--- src/rtl/oam_dma.sv ---
module oam_dma #(
  parameter int          LEN       = 160,
  parameter logic [15:0] TRIG_ADDR = 16'hFF46,
  parameter logic [15:0] DEST_BASE = 16'hFE00
) (
  input  logic        clk,
  input  logic        rst_n,
  input  logic        reg_wr,
  input  logic [15:0] reg_addr,
  input  logic [7:0]  reg_wdata,
  output logic        rd_en,
  output logic [15:0] rd_addr,
  input  logic [7:0]  rd_data,
  output logic        oam_we,
  output logic [15:0] oam_addr,
  output logic [7:0]  oam_wdata,
  output logic        busy,
  output logic        done
);
  localparam int IW = (LEN > 1) ? $clog2(LEN) : 1;
  localparam logic [IW-1:0] LAST = IW'(LEN - 1);

  logic [IW-1:0] idx;
  logic [7:0]    page;
  logic [7:0]    offs;
  logic          run;
  logic          fin;
  logic          start;

  assign start = reg_wr && (reg_addr == TRIG_ADDR);

  always_ff @(posedge clk) begin
    if (!rst_n) begin
      run  <= 1'b0;
      fin  <= 1'b0;
      idx  <= '0;
      page <= '0;
    end else begin
      fin <= 1'b0;
      if (start) begin
        run  <= 1'b1;
        page <= reg_wdata;
        idx  <= '0;
      end else if (run) begin
        if (idx == LAST) begin
          run <= 1'b0;
          fin <= 1'b1;
          idx <= '0;
        end else begin
          idx <= idx + IW'(1);
        end
      end
    end
  end

  assign offs      = 8'(idx);
  assign busy      = run;
  assign done      = fin;
  assign rd_en     = run;
  assign rd_addr   = {page, offs};
  assign oam_we    = run;
  assign oam_addr  = DEST_BASE + {8'h00, offs};
  assign oam_wdata = rd_data;
endmodule

--- config.mk ---
export PLATFORM = sky130hd
export DESIGN_NAME = oam_dma
export DESIGN_NICKNAME = d
export VERILOG_FILES = /design/src/rtl/oam_dma.sv
export SDC_FILE = /design/constraint.sdc
export NUM_CORES = 1
export LEC_CHECK = 0
export BUFFER_PORTS_ARGS = -buffer_cell sky130_fd_sc_hd__buf_2
export CAP_MARGIN = 20
export CORE_ASPECT_RATIO = 2
export CORE_UTILIZATION = 39
export CTS_CLUSTER_SIZE = 12
export DETAILED_ROUTE_END_ITERATION = 8
export PLACE_DENSITY = 0.79
export SLEW_MARGIN = 20
export SYNTH_ARGS = -nofsm -noshare
export SYNTH_HDL_FRONTEND = slang
export SYNTH_SLANG_ARGS = --single-unit
--- constraint.sdc ---
create_clock -name clk -period 1.6 [get_ports clk]
set_clock_uncertainty 0.05 [all_clocks]
set_input_delay 0.08 -clock clk [delete_from_list [all_inputs] [get_ports clk]]
set_output_delay 0.08 -clock clk [all_outputs]
set_load 0.02 [all_outputs]
==> flow_metrics.py, run 1 <==
metrics = {
    "synthesis": {
        "synth-seq-cells": 18,
        "synth_seq_area_share_pct": 35.29,
        "synth_area_leader_cell": "dfxtp_1",
        "synth.avg_cell_area_um2": 8.802,
        "syn_area_mm2": 0.001021,
        "async_flop_share_pct": 0,
        "ys_types": 30,
        "synth_flop_cell": "dfxtp_1",
        "synth_cells": 116,
        "yosys.area.top_type_share_pct": 35.29,
        "synthTopCellsByArea": "dfxtp_1 (35%), buf_4 (19%), a21oi_1 (4.9%), o21ai_0 (4.9%), nand3_1 (4.4%)",
        "synth_edf_count": 0,
        "yosysWarnings": 0,
    },
    "timing": {
        "holdWs_ns": 0.02957,
        "grt_setup_unrepaired": "false",
        "finalSetupTns_ns": 0,
        "fmax_mhz": 694.0,
        "fin_ws_ns": 0.1590,
        "period_minus_slack_ns": 1.441,
        "setup_viol": 0,
        "hold_viol_final": 0,
        "maxSlewViolCount": 0,
        "fin_crit_sh_pct": 90.06,
    },
    "detailed_routing": {
        "first_iter_violations": 12,
        "avgViaCountPerCell": 5.104,
        "wl_per_cell_um": 12.15,
        "dr.pass1.iters": 4,
        "drt-total-wl_um": 2212,
        "ant_nets": 0,
        "vias": 929,
        "drc": 0,
    },
    "setup_path": {
        "critPathMaxStageDelay_ns": 0.50,
        "cp-start-kind": "flop",
        "cp.required_ns": 1.70,
        "worst-path-buf-inv": 0,
        "critPathKind": "reg2reg",
        "critPathTopFamily": "simple AND/OR/NAND/NOR gates",
        "cp-end-kind": "flop",
        "path_cells": "nand4_2 -> nor3_1 -> xor2_1 -> and2_1",
        "cp_max_fo": 9,
        "critPathSlowestCell": "dfxtp_1",
        "worstPathArrival_ns": 1.54,
    },
    "clock_network": {
        "cts_setup_buffers": 0,
        "clock-root-buffer": "clkbuf_8",
        "cts_buffers": 3,
        "cts_max_level": 1,
        "clkTransAtPathRegs_ns": 0.07,
        "cts_sinks": 18,
        "cts_tree": "done",
        "cts_hold_buf": 0,
        "cts.repair.resized": 0,
        "clk-insertion-delay-late_ns": 0.25,
        "cts_buffer_depth": 2,
    },
    "final_layout": {
        "final_util_pct": 50.55,
        "final.fill_count": 248,
        "final_cell_mix": "buf_2 (54), dfxtp_1 (18), o21ai_0 (10), a21oi_1 (10), nand3_1 (9)",
        "syn_to_final_growth_pct": 19.24,
        "finalNonFillerCells": 182,
        "n_antenna_cell": 0,
        "final_area_mm2": 0.001217,
        "mostFrequentLayoutCell": "buf_2",
        "finalNetCount": 192,
        "drive_gt1_share_pct": 43.23,
    },
    "floorplan": {
        "boundaryPins": 79,
        "coreArea_mm2": 0.002409,
        "rows": 25,
        "dieArea_mm2": 0.002839,
        "die_w_um": 38.18,
        "start_util_pct": 42.39,
        "die_h_um": 74.36,
    },
    "pwr": {
        "vdd_drop_max_v": 0.0005122,
        "power.total_mw": 0.8755,
        "power_density_mw_per_mm2": 719.1,
        "p_leak_nw": 0.6274,
    },
    "placed_design": {
        "place_hpwl_um": 1775,
        "placed_area_mm2": 0.001162,
        "port_buffers": 54,
        "globalplace.congestion": 0.7008,
        "dp_cells": 178,
        "dp_slack_ns": 0.1731,
    },
    "run_status": {
        "status": "finished clean",
    },
    "grt": {
        "overflow": 0,
        "antenna_found_initial": 0,
        "grt_pass1_wl_um": 3663,
        "grt_pass1_vias": 856,
        "grt_start_max_net_pins": 13,
        "grt_util_all_layers_pct": 17.52,
    },
    "worst_hold_path": {
        "hold_class": "in2reg",
    },
    "job": {
        "maxCapViolations": 0,
    },
}
==> path summary, 6_finish.rpt <==
| check | slack [ns] | to | from | cells past startpoint |
|---|---|---|---|---|
| worst min-delay path | 0.03 | page[6] | reg_wdata[6] | 3 |
| worst max register to register | 0.16 | idx[7] | busy | 4 |
| worst min register to register | 0.43 | page[6] | page[6] | 2 |
| worst max-delay path | 0.16 | idx[7] | busy | 4 |
==> report_power, final <==
group | switching [mW] | leakage (nW) | internal (mW) | total (mW)
Sequential | 0.00000194 | 0.145 | 0.448 | 0.448
Clock | 0.145 | 0.0288 | 0.218 | 0.363
Combinational | 0.0362 | 0.454 | 0.0281 | 0.0643
==> flip-flops by register name, indices dropped and copies added (netlist names) <==
signal,cells
done,1
page,8
busy,1
idx,8
==> synth_stat cells (3+ instances only) <==
| cell | instances |
|---|---|
| and2_1 | 4 |
| nor2_1 | 3 |
| buf_4 | 26 |
| and3_1 | 3 |
| o21ai_0 | 10 |
| nand3_1 | 9 |
| dfxtp_1 | 18 |
| a21oi_1 | 10 |
| nand4bb_1 | 3 |
| xnor2_1 | 3 |
| nand2_1 | 4 |
| xor2_1 | 3 |
==> layer usage <==
metal  vias up  track usage, %  routed length [um]
li1        443               -                   -
met1       430           19.44                 793
met2        48           31.64                1233
met3         8           2.090                 154
met4         0           7.540                  31
met5         -               0                   0
==> cell type report <==
type / instances / area, um2 / share of cell area, %
Multi-Input combinational cell: 74 / 464.2 / 38.13
Sequential cell: 18 / 360.3 / 29.60
Timing Repair Buffer: 58 / 300.3 / 24.67
Clock buffer: 4 / 55.05 / 4.522
Tap cell: 27 / 33.78 / 2.775
Inverter: 1 / 3.754 / 0.3083
==> cell families after synthesis <==
kind of cell               share of synthesized area (%)
adders and majority gates                          1.225
and+or+nand+nor                                    22.18
xor gates and xnor gates                           5.148
other                                             0.7356
muxes                                              1.961
DFF                                                35.29
AOI/OAI and AO/OA                                  12.01
buffers and inverters                              21.45
==> worst min-delay path, cell delays in order <==
cell     delay [ns]
buf_2          0.09
nand3_1        0.05
a21oi_1        0.06
No activity file was read; power rests on OpenSTA's default activity.
==> run 2, diff against run 1 <==
--- a/config.mk
+++ b/config.mk
@@ -8,10 +8,10 @@
 export BUFFER_PORTS_ARGS = -buffer_cell sky130_fd_sc_hd__buf_2
 export CAP_MARGIN = 20
 export CORE_ASPECT_RATIO = 2
-export CORE_UTILIZATION = 39
+export CORE_UTILIZATION = 35
 export CTS_CLUSTER_SIZE = 12
 export DETAILED_ROUTE_END_ITERATION = 8
-export PLACE_DENSITY = 0.79
+export PLACE_DENSITY = 0.74
 export SLEW_MARGIN = 20
 export SYNTH_ARGS = -nofsm -noshare
 export SYNTH_HDL_FRONTEND = slang
==> constraint.sdc (replaced) <==
create_clock -name clk -period 1.2 [get_ports clk]
set_clock_uncertainty 0.05 [all_clocks]
set_input_delay 0.06 -clock clk [delete_from_list [all_inputs] [get_ports clk]]
set_output_delay 0.06 -clock clk [all_outputs]
set_load 0.02 [all_outputs]
==> run 2 against run 1 <==
Die area rose by 11%. Total power rose by 27%. Critical endpoint unchanged. Largest cell class unchanged. First-iteration DRC count rose by 25%. Setup slack got worse by 0.26 ns. Maximum frequency rose by 11%. Utilization fell by 1.0 points. Non-clock buffer count rose by 8. Clock power rose by 19%. The run now ends with negative setup slack left. Sequential power rose by 32%. Global-route usage fell by 0.79 points. Highest routed layer unchanged. Critical path type unchanged. Cell area rose by 13%.
==> flow_metrics.py, run 2 (synthesized netlist as in run 1, its figures left out) <==
metrics = {
    "final_layout": {
        "mostFrequentLayoutCell": "buf_2",
        "drive_gt1_share_pct": 54.60,
        "reg_top3": "idx x8, page x8",
        "finalNetCount": 200,
        "final.fill_count": 261,
        "final_cell_mix": "buf_2 (54), buf_4 (10), nand3_1 (9), a21oi_1 (9), dfxtp_1 (9)",
        "n_antenna_cell": 0,
        "finalNonFillerCells": 192,
        "final_area_mm2": 0.001371,
        "syn_to_final_growth_pct": 34.31,
    },
    "detailed_routing": {
        "ant_nets": 0,
        "avgViaCountPerCell": 4.891,
        "first_iter_violations": 15,
        "wl_per_cell_um": 12.83,
        "drc": 0,
        "dr.pass1.iters": 4,
        "vias": 939,
        "drt-total-wl_um": 2464,
    },
    "run_status": {
        "violations": "negative setup slack",
        "status": "finished, violations left",
    },
    "setup_path": {
        "critPathSlowestCell": "dfxtp_4",
        "cp_max_fo": 4,
        "worst-path-buf-inv": 0,
        "cp-start-kind": "flop",
        "worstPathArrival_ns": 1.40,
        "cp-end-kind": "flop",
        "path_cells": "ha_4 -> nand4_1 -> o21ai_2 -> a21oi_2 -> and2_1",
        "critPathMaxStageDelay_ns": 0.36,
        "cp.required_ns": 1.30,
        "critPathKind": "reg2reg",
        "critPathTopFamily": "flip-flops",
    },
    "timing": {
        "setup_viol": 6,
        "fin_ws_ns": -0.1019,
        "fmax_mhz": 768.1,
        "finalSetupTns_ns": -0.4596,
        "grt_setup_unrepaired": "true",
        "period_minus_slack_ns": 1.302,
        "hold_viol_final": 0,
        "fin_crit_sh_pct": 108.5,
        "maxSlewViolCount": 0,
    },
    "floorplan": {
        "die_w_um": 40.19,
        "die_h_um": 78.38,
        "start_util_pct": 36.86,
        "coreArea_mm2": 0.002770,
        "boundaryPins": 79,
        "dieArea_mm2": 0.003150,
        "rows": 27,
    },
    "clock_network": {
        "clock-root-buffer": "clkbuf_8",
        "cts_buffer_depth": 2,
        "cts_max_level": 1,
        "cts_sinks": 18,
        "clkTransAtPathRegs_ns": 0.07,
        "cts_tree": "done",
        "clk-insertion-delay-late_ns": 0.25,
        "cts_buffers": 3,
    },
    "grt": {
        "grt_pass1_vias": 894,
        "antenna_found_initial": 0,
        "grt_start_max_net_pins": 13,
        "overflow": 0,
        "grt_util_all_layers_pct": 16.73,
        "grt_pass1_wl_um": 3670,
    },
    "worst_hold_path": {
        "hold_class": "in2reg",
    },
    "placed_design": {
        "dp_cells": 184,
        "globalplace.congestion": 0.6612,
        "place_hpwl_um": 1882,
        "port_buffers": 54,
        "placed_area_mm2": 0.001265,
    },
    "job": {
        "maxCapViolations": 0,
    },
    "pwr": {
        "power.total_mw": 1.113,
        "vdd_drop_max_v": 0.0005448,
        "p_leak_nw": 0.6710,
        "power_density_mw_per_mm2": 811.4,
    },
}
==> run 2: changes by cell type in the layout (fill, tap and decap cells not counted), moves of 2 or more <==
cell     before  now
dfxtp_1      18    9
dfxtp_2       0    6
dfxtp_4       0    3
o21ai_0      10    8
buf_4         4   10
buf_12        0    2
o21ai_2       0    2
==> run 2: final timing paths <==
kind | startpoint | endpoint | slack, ns | cells after the start
max reg2reg | idx[1] | idx[7] | -0.10 | 5
min | reg_wdata[4] | page[4] | 0.008 | 3
min reg2reg | page[7] | page[7] | 0.43 | 2
max | idx[1] | idx[7] | -0.10 | 5
==> run 2: metal layers <==
layer | track usage [%] | share of wire (%) | wire length (um)
met1 | 14.87 | 36 | 897
met2 | 31.13 | 57 | 1404
met3 | 2.542 | 5.2 | 127
met4 | 9.667 | 1.4 | 34
met5 | 0 | 0 | 0
==> run 2: what timing repair did <==
action / 4_1_cts / 5_1_grt
buffers inserted: 2 / 2
resized for setup: 3 / 3
pin swaps: 2 / 3
endpoints found under the setup margin: 6 / 7
hold buffers: 0 / 0
==> run 2: worst reg2reg max path, stage by stage (launching register included) <==
cell and delay [ns]:
dfxtp_4 0.36, ha_4 0.14, nand4_1 0.22, o21ai_2 0.22, a21oi_2 0.06, and2_1 0.14
==> run 2: power by group <==
part	leakage, nW	internal [mW]	switching [mW]
clock	0.0228	0.236	0.195
combinational	0.498	0.0404	0.0508
sequential	0.150	0.590	0.00000239
total	0.671	0.866	0.246
==> run 2: final cells by class <==
cell class              count  area, um2  share of cell area [%]
well taps                  29      36.28                   2.646
inverters                   1      3.754                  0.2737
repair buffers             66      385.4                   28.10
clock buffers               4      45.04                   3.285
flip-flops and latches     18      379.1                   27.65
multi-input cells          74      521.8                   38.05
==> run 2: through the flow <==
stage          hold slack (ns)  worst slack [ns]  utilization, %
2_1_floorplan           0.1551          -0.05083               -
3_3_place_gp           0.07014          -0.06165           45.66
3_5_place_dp           0.07014           -0.1008           45.66
4_1_cts               0.002009          -0.09639           48.55
5_1_grt               0.009033           -0.1662           49.50
6_report              0.007779           -0.1019           49.50
